[src/rtl/pwm8_pkg.sv]
package pwm8_pkg;
    typedef enum logic {
        ST_STOPPED = 1'b0,
        ST_RUNNING = 1'b1
    } run_state_e;
endpackage

[src/rtl/pwm8_prescaler.sv]
module pwm8_prescaler #(
    parameter int N_MAIN_TAPS = 4,
    parameter int SEL_W       = 3
) (
    input  logic             clk,
    input  logic             rst_n,
    input  logic             en,
    input  logic [SEL_W-1:0] sel,
    input  logic             slow_tick,
    output logic             tick
);
    localparam int PRE_W = (N_MAIN_TAPS > 1) ? N_MAIN_TAPS - 1 : 1;
    localparam logic [SEL_W-1:0] SEL_SLOW  = SEL_W'(N_MAIN_TAPS);
    localparam logic [SEL_W-1:0] SEL_SLOW2 = SEL_W'(N_MAIN_TAPS + 1);

    logic [PRE_W-1:0]       presc;
    logic                   slow_half;
    logic [N_MAIN_TAPS-1:0] tap_tick;

    // tap k strobes once every 2**k clocks
    genvar g;
    generate
        for (g = 0; g < N_MAIN_TAPS; g++) begin : g_tap
            if (g == 0) begin : g_div1
                assign tap_tick[g] = 1'b1;
            end else begin : g_divn
                assign tap_tick[g] = &presc[g-1:0];
            end
        end
    endgenerate

    always_ff @(posedge clk) begin
        if (!rst_n || !en) begin
            presc     <= '0;
            slow_half <= 1'b0;
        end else begin
            presc <= presc + PRE_W'(1);
            if (slow_tick) slow_half <= ~slow_half;
        end
    end

    always_comb begin
        tick = 1'b0;
        for (int k = 0; k < N_MAIN_TAPS; k++) begin
            if (sel == SEL_W'(k)) tick = tap_tick[k];
        end
        if (sel == SEL_SLOW)  tick = slow_tick;
        if (sel == SEL_SLOW2) tick = slow_tick & slow_half;
        if (!en)              tick = 1'b0;
    end
endmodule

[src/rtl/pwm8_duty_buf.sv]
module pwm8_duty_buf #(
    parameter int W = 8
) (
    input  logic         clk,
    input  logic         rst_n,
    input  logic         running,
    input  logic         wr,
    input  logic [W-1:0] wdata,
    input  logic         ovf,
    output logic [W-1:0] active
);
    logic [W-1:0] pend;

    always_ff @(posedge clk) begin
        if (!rst_n) begin
            active <= '0;
            pend   <= '0;
        end else begin
            if (wr) pend <= wdata;
            if (!running) begin
                if (wr) active <= wdata;
            end else if (ovf) begin
                // a write in the wrap cycle wins over the older pending value
                active <= wr ? wdata : pend;
            end
        end
    end
endmodule

[src/rtl/pwm8_wave.sv]
module pwm8_wave #(
    parameter int W = 8
) (
    input  logic         clk,
    input  logic         rst_n,
    input  logic         running,
    input  logic         tick,
    input  logic [W-1:0] duty,
    input  logic         force_wr,
    input  logic         force_val,
    output logic         ff,
    output logic         ovf,
    output logic         ovf_irq
);
    localparam logic [W-1:0] CNT_MAX = '1;

    logic [W-1:0] cnt;
    logic         match;

    assign ovf   = running && tick && (cnt == CNT_MAX);
    assign match = running && tick && (cnt == duty);

    always_ff @(posedge clk) begin
        if (!rst_n) begin
            cnt     <= '0;
            ff      <= 1'b0;
            ovf_irq <= 1'b0;
        end else begin
            ovf_irq <= ovf;
            if (!running) begin
                cnt <= '0;
                if (force_wr) ff <= force_val;
            end else begin
                if (tick) cnt <= ovf ? '0 : cnt + W'(1);
                ff <= ff ^ match ^ ovf;
            end
        end
    end
endmodule

[src/rtl/pwm8_timer.sv]
module pwm8_timer #(
    parameter int CNT_W       = 8,
    parameter int N_MAIN_TAPS = 4,
    parameter int SEL_W       = 3
) (
    input  logic             clk,
    input  logic             rst_n,
    input  logic             run,
    input  logic [SEL_W-1:0] src_sel,
    input  logic             slow_tick,
    input  logic             duty_wr,
    input  logic [CNT_W-1:0] duty_wdata,
    output logic [CNT_W-1:0] duty_rdata,
    input  logic             ff_force_wr,
    input  logic             ff_force_val,
    output logic             pwm_out,
    output logic             ovf_irq
);
    import pwm8_pkg::*;

    run_state_e state, state_nx;
    logic       running;
    logic       tick;
    logic       ovf;
    logic       ff;

    // state register
    always_ff @(posedge clk) begin
        if (!rst_n) state <= ST_STOPPED;
        else        state <= state_nx;
    end

    // transitions: START and HALT
    always_comb begin
        state_nx = state;
        unique case (state)
            ST_STOPPED: if (run)  state_nx = ST_RUNNING;
            ST_RUNNING: if (!run) state_nx = ST_STOPPED;
        endcase
    end

    // state outputs
    always_comb begin
        unique case (state)
            ST_STOPPED: running = 1'b0;
            ST_RUNNING: running = 1'b1;
        endcase
    end

    pwm8_prescaler #(.N_MAIN_TAPS(N_MAIN_TAPS), .SEL_W(SEL_W)) u_presc (
        .clk       (clk),
        .rst_n     (rst_n),
        .en        (running),
        .sel       (src_sel),
        .slow_tick (slow_tick),
        .tick      (tick)
    );

    pwm8_duty_buf #(.W(CNT_W)) u_duty (
        .clk     (clk),
        .rst_n   (rst_n),
        .running (running),
        .wr      (duty_wr),
        .wdata   (duty_wdata),
        .ovf     (ovf),
        .active  (duty_rdata)
    );

    pwm8_wave #(.W(CNT_W)) u_wave (
        .clk       (clk),
        .rst_n     (rst_n),
        .running   (running),
        .tick      (tick),
        .duty      (duty_rdata),
        .force_wr  (ff_force_wr),
        .force_val (ff_force_val),
        .ff        (ff),
        .ovf       (ovf),
        .ovf_irq   (ovf_irq)
    );

    assign pwm_out = ~ff;
endmodule

[config.mk]
export PLATFORM = sky130hd
export DESIGN_NAME = pwm8_timer
export DESIGN_NICKNAME = d
export VERILOG_FILES = /design/src/rtl/pwm8_pkg.sv /design/src/rtl/pwm8_prescaler.sv /design/src/rtl/pwm8_duty_buf.sv /design/src/rtl/pwm8_wave.sv /design/src/rtl/pwm8_timer.sv
export SDC_FILE = /design/constraint.sdc
export NUM_CORES = 1
export LEC_CHECK = 0
export BUFFER_PORTS_ARGS = -buffer_cell sky130_fd_sc_hd__buf_4
export CORE_MARGIN = 2
export CORE_UTILIZATION = 40
export CTS_BUF_LIST = sky130_fd_sc_hd__clkbuf_8
export CTS_CLUSTER_DIAMETER = 100
export DETAILED_ROUTE_END_ITERATION = 10
export PLACE_DENSITY = 0.69
export SLEW_MARGIN = 20
export SYNTH_ARGS = -nofsm -noshare
export SYNTH_HDL_FRONTEND = slang
export SYNTH_SLANG_ARGS = --single-unit
[constraint.sdc]
create_clock -name clk -period 2.3 [get_ports clk]
set_clock_uncertainty 0.2 [all_clocks]
set_input_delay 0.575 -clock clk [delete_from_list [all_inputs] [get_ports clk]]
set_output_delay 0.575 -clock clk [all_outputs]
set_load 0.01 [all_outputs]
Word-level counts from Yosys, hierarchy flattened
Cells that the tools add are included.
- logic and storage cells: 53
- bits in registers: 31
- input port bits: 18
- output and inout bits: 10
- reductions and logical operators: 13
- bitwise gates (word level): 6
- add/subtract/negate cells: 2
- equal/unequal tests: 8
- muxes and demuxes: 16
- operator list (cell ; count):
    8-bit 2-to-1 mux ; 5
    1-bit 2-to-1 mux ; 10
    8-bit by 1-bit adder with 8-bit output, second input constant ; 1
    8-bit == test ; 1
    8-bit == test, second input constant ; 1
    3-bit by 2-bit == test with 1-bit output, second input constant ; 2
    3-bit == test, second input constant ; 2
    2-bit AND reduction ; 3
    2-bit nonzero test ; 2
    3-bit by 1-bit adder with 3-bit output, second input constant ; 1
    3-bit by 1-bit == test with 1-bit output, second input constant ; 1
    1-bit logical AND ; 3
    3-bit logical NOT ; 1
    1-bit NOT ; 3
    3-bit AND reduction ; 1
    1-bit logical NOT ; 2
    2-bit by 1-bit != test with 1-bit output, second input constant ; 1
    1-bit case mux with 2 select lines ; 1
    1-bit XOR ; 2
    1-bit bitwise AND ; 1
    1-bit logical OR ; 1

Logic depth before layout (Yosys ltp)
- depth after elaboration: 13
- depth in mapped cells: 7
- gate-level depth less buffers: 7

Cells and area by module
A second synthesis with hierarchy kept.
- cells, all modules: 155
- area total of the unflattened synthesis: 1488.9 µm²
- by module, submodules not included (module ; area each (µm²) ; cells each ; times used ; seq. area each (µm²)):
    pwm8_duty_buf ; 680.7 ; 66 ; 1 ; 320.3
    pwm8_wave ; 589.3 ; 66 ; 1 ; 200.2
    pwm8_prescaler ; 188.9 ; 20 ; 1 ; 80.1
    pwm8_timer ; 30.0 ; 3 ; 1 ; 20.0

Worst setup path before layout
Ideal clock, no wire load.
- path type: input to register
- from: input port src_sel[2]
- to: register u_duty.active[0]
- arrival: 1.656 ns
- path slack: 0.372 ns
- library setup time: 0.072 ns
- cell stages on the path: 4
- path buffers: 0
- data required time: 2.028 ns
- cell sequence: o311a_1 o21a_4 a21oi_4 mux2i_1
- cells in the longest elaborated chain, start to end: 12
- elaborated cells on any way between the ends: 17
- classes of those cells: eq/ne: 6; mux: 7; reduce/logical: 4
- ends and longest elaborated chain (element ; RTL line ; text):
    start, declared ; pwm8_timer.sv:9 ; input logic [SEL_W-1:0] src_sel,
    3-bit logical NOT ; pwm8_prescaler.sv:45 ; if (sel == SEL_W'(k)) tick = tap_tick[k];
    1-bit 2-to-1 mux (4 in a row) ; pwm8_prescaler.sv:45 ;
    1-bit 2-to-1 mux ; pwm8_prescaler.sv:47 ; if (sel == SEL_SLOW) tick = slow_tick;
    1-bit 2-to-1 mux * ; pwm8_prescaler.sv:48 ; if (sel == SEL_SLOW2) tick = slow_tick & slow_half;
    1-bit 2-to-1 mux * ; pwm8_prescaler.sv:49 ; if (!en) tick = 1'b0;
    1-bit logical AND * (2 in a row) ; pwm8_wave.sv:20 ; assign ovf = running && tick && (cnt == CNT_MAX);
    2-bit by 1-bit != test with 1-bit output (no line) * ; n/a ;
    2-bit AND reduction (no line) * ; n/a ;
    end signal, assigned ; pwm8_duty_buf.sv:21 ; if (wr) active <= wdata;
    end signal, assigned ; pwm8_duty_buf.sv:24 ; active <= wr ? wdata : pend;
    end, declared ; pwm8_duty_buf.sv:10 ; output logic [W-1:0] active
Mark *: on every way between the ends. The rest lies on a longest branch, timed or not.
A chain may end at the register's enable or synchronous reset.

Worst setup path in the final report
- from: register u_presc.presc[0]
- to: register u_duty.active[4]
- cells in the longest elaborated chain, start to end: 10
- elaborated cells on any way between the ends: 12
- classes of those cells: eq/ne: 1; mux: 6; reduce/logical: 5
- ends and longest elaborated chain (element ; RTL line ; text):
    start, declared ; pwm8_prescaler.sv:16 ; logic [PRE_W-1:0] presc;
    start signal, assigned ; pwm8_prescaler.sv:37 ; presc <= presc + PRE_W'(1);
    1-bit 2-to-1 mux / 2-bit AND reduction (equally long branches) ; pwm8_prescaler.sv:45, pwm8_prescaler.sv:27 ;
    1-bit 2-to-1 mux ; pwm8_prescaler.sv:45 ;
    1-bit 2-to-1 mux * ; pwm8_prescaler.sv:45 ;
    1-bit 2-to-1 mux * ; pwm8_prescaler.sv:47 ;
    1-bit 2-to-1 mux * ; pwm8_prescaler.sv:48 ;
    1-bit 2-to-1 mux * ; pwm8_prescaler.sv:49 ;
    1-bit logical AND * (2 in a row) ; pwm8_wave.sv:20 ;
    2-bit by 1-bit != test with 1-bit output (no line) * ; n/a ;
    2-bit AND reduction (no line) * ; n/a ;
Marked as above.

==> results.json <==
{
  "drive_gt1_share_pct": 27.0,
  "cts_max_level": 2,
  "antenna_cells": 0,
  "drtPass1Iterations": 4,
  "drt_iter0_drc": 37,
  "cts_hold_buffers": 0,
  "vias": 1243,
  "cts_buffer_depth": 2,
  "io_pins": 28,
  "worst-setup-path-type": "register to register",
  "ant_nets": 0,
  "final_cell_mix": "dfxtp_1, buf_4, nand2_1, mux2i_1, nor2b_1",
  "synth-async-reset-ratio_pct": 0,
  "synthesis.nets": 191,
  "grt_pass1_vias": 1154,
  "yosysTopAreaCell": "dfxtp_1",
  "grt_antenna_before_repair": 0,
  "path_max_fanout": 8,
  "clkSinkCount": 31,
  "layout_min_cycle_time_ns": 2.08,
  "p_switching_uw": 293,
  "synthAdderAreaFrac_pct": 2.35,
  "synth_area_leaders": "dfxtp_1, mux2i_1, nand2_1",
  "min_period_over_period_pct": 90.5,
  "cts_buffers": 5,
  "wl_um": 3130,
  "synth_warnings": 0,
  "p_leak_nw": 0.818,
  "grt_use_total_pct": 15.6,
  "yosys.area_share.simple_pct": 21.3,
  "worstPathArrival_ns": 2.10,
  "finalWeightedCongestion": 0.770,
  "cap_violations": 0,
  "total_power_mw": 1.29,
  "tns_ns": 0,
  "sw_frac_of_total_pct": 22.8,
  "powerDensity_nw_per_um2": 655,
  "cp.required_ns": 2.32,
  "die_w_um": 67.2,
  "worst_path_most_repeated_cell": "ha_1",
  "ys_ff_latch": 31,
  "crit_slowest_cell": "dfxtp_1",
  "nFillCells": 377,
  "syn_area_sq_um": 1600,
  "path_cells": "ha_1, ha_1, nand2b_1, o311a_1, o21a_4, a21oi_4, mux2i_1",
  "synth-xor-area-share_pct": 5.48,
  "cts_root_buf": "clkbuf_8",
  "remaining_drc_errors": 0,
  "synth_cells": 170,
  "portBuffers": 27,
  "rows": 22,
  "layout_commonest_cell": "dfxtp_1",
  "worst_pin_slew_ns": 0.468,
  "holdCritPathClass": "register to register",
  "overflow": 0,
  "synth_edf_count": 0,
  "clkPwrFrac_pct": 43.1,
  "max_stage_delay_ns": 0.33,
  "combinationalPowerShare_pct": 12.3,
  "setup_viol": 0,
  "syn_area_per_cell_sq_um": 9.41,
  "hold_viol": 0,
  "run_status": "complete, no violations",
  "ir_worst_vdd_mv": 0.483,
  "grt_max_degree": 32,
  "grt_pass1_wl_um": 5240,
  "synth_cell_type_count": 42,
  "worstSkewPairLatency_ns": 0.28,
  "cts_tree": "yes",
  "cp-end-kind": "register",
  "synth_flop_cell": "dfxtp_1",
  "dieArea_sq_um": 4520,
  "area_growth_pct": 22.6,
  "dp_hpwl_um": 2300,
  "cts_resized": 0,
  "cp-start-kind": "register",
  "cts_setup_buffers": 0,
  "p_seq_share_pct": 44.6,
  "max_freq_ghz": 0.481,
  "p_int_uw": 992,
  "wl_per_cell_um": 12.6,
  "nNetsFinal": 220,
  "slew_headroom_pct": 68.7,
  "synthMuxAreaShare_pct": 16.3,
  "synth_top_family_by_area": "simple AND/OR/NAND/NOR gates",
  "path_clk_slew_ns": 0.07,
  "synth_top_cell_area_share_pct": 38.8,
  "yosysSeqAreaShare_pct": 38.8,
  "synth_compound_area_share_pct": 12.8,
  "slew_viol_final": 0,
  "die_y_um": 67.2,
  "reg2reg_slack_ns": 0.22,
  "core_area_sq_um": 3740,
  "avgViaCountPerCell": 5.01,
  "rsz0062_at_grt": "false",
  "start_util_pct": 42.7
}
sequential cells by signal, indices dropped and copies added, names as in the netlist:
register           count
u_wave.cnt             8
u_wave.ff              1
u_duty.pend            8
u_wave.ovf_irq         1
u_presc.slow_half      1
u_duty.active          8
u_presc.presc          3
state                  1
worst paths after layout:
| check | startpoint | endpoint | cells after the start |
|---|---|---|---|
| min | u_presc.presc[0] | u_presc.presc[0] | 1 |
| max | u_presc.presc[0] | u_duty.active[4] | 7 |
| max reg2reg | u_presc.presc[0] | u_duty.active[4] | 7 |
| min reg2reg | u_presc.presc[0] | u_presc.presc[0] | 1 |
synthesized netlist by cell type (2+ instances only):
cell type and count:
nor3_1 3, xnor2_1 9, nor2_1 6, nand2b_1 2, nor4_1 2, or3_1 3
ha_1 3, nand2_1 26, nand4_1 3, dfxtp_1 31, and2_1 2, inv_1 2
nand3_1 3, nor2b_1 10, a21oi_1 6, o21ai_0 3, mux2_2 8, o211a_1 2
clkbuf_1 3, buf_2 3, and3_1 3, mux2i_1 17
critical path: cells and delay by family, from the launching register on:
| kind | cells | cell delay, ns |
|---|---|---|
| compound gates | 3 | 0.72 |
| fa+ha+maj | 2 | 0.41 |
| flops | 1 | 0.33 |
| mux | 1 | 0.22 |
| simple gates | 1 | 0.13 |
per-layer routing:
metal	GRT usage (%)	part of all wire [%]	vias to the layer above	wire, um
met4	6.89	0.67	0	21
met2	24.5	46	19	1450
li1	-	-	651	-
met1	19.4	50	571	1560
met3	5.33	3.5	2	109
met5	0	0	-	0
through the flow:
step           area [sq um]  utilization, %  worst slack, ns  hold slack (ns)  instances
6_report               1960            52.4            0.219            0.258        248
5_1_grt                1960            52.4           0.0545            0.284        248
4_1_cts                1960            52.4            0.207            0.256        248
3_5_place_dp           1840            49.2            0.123            0.242        240
3_3_place_gp           1840            49.2            0.155            0.235        240
2_1_floorplan          1600               -            0.372            0.217        170
final cells by class:
class                           instances  area (sq um)  area share, %
Clock buffer                            6          82.6           4.21
Clock inverter                          2          35.0           1.79
Inverter                                4          15.0          0.766
Multi-Input combinational cell        128           930           47.4
Sequential cell                        31           621           31.7
Tap cell                               48          60.1           3.06
Timing Repair Buffer                   29           218           11.1
cell families after synthesis:
family / Yosys count
AND/OR/NAND/NOR: 67
flip-flops: 31
multiplexers: 25
AO/OA/AOI/OAI: 23
buffers and inverters: 11
XOR/XNOR: 10
adder cells (fa/ha/maj): 3
power groups by stage:
stage	Sequential [mW]	Combinational [mW]	Clock, mW
floorplan	0.587	0.0956	0
global placement	0.586	0.157	0
detailed placement	0.586	0.159	0
CTS	0.574	0.160	0.568
global route	0.576	0.175	0.589
finish	0.574	0.158	0.554
Power figures use the tool's default switching activity.
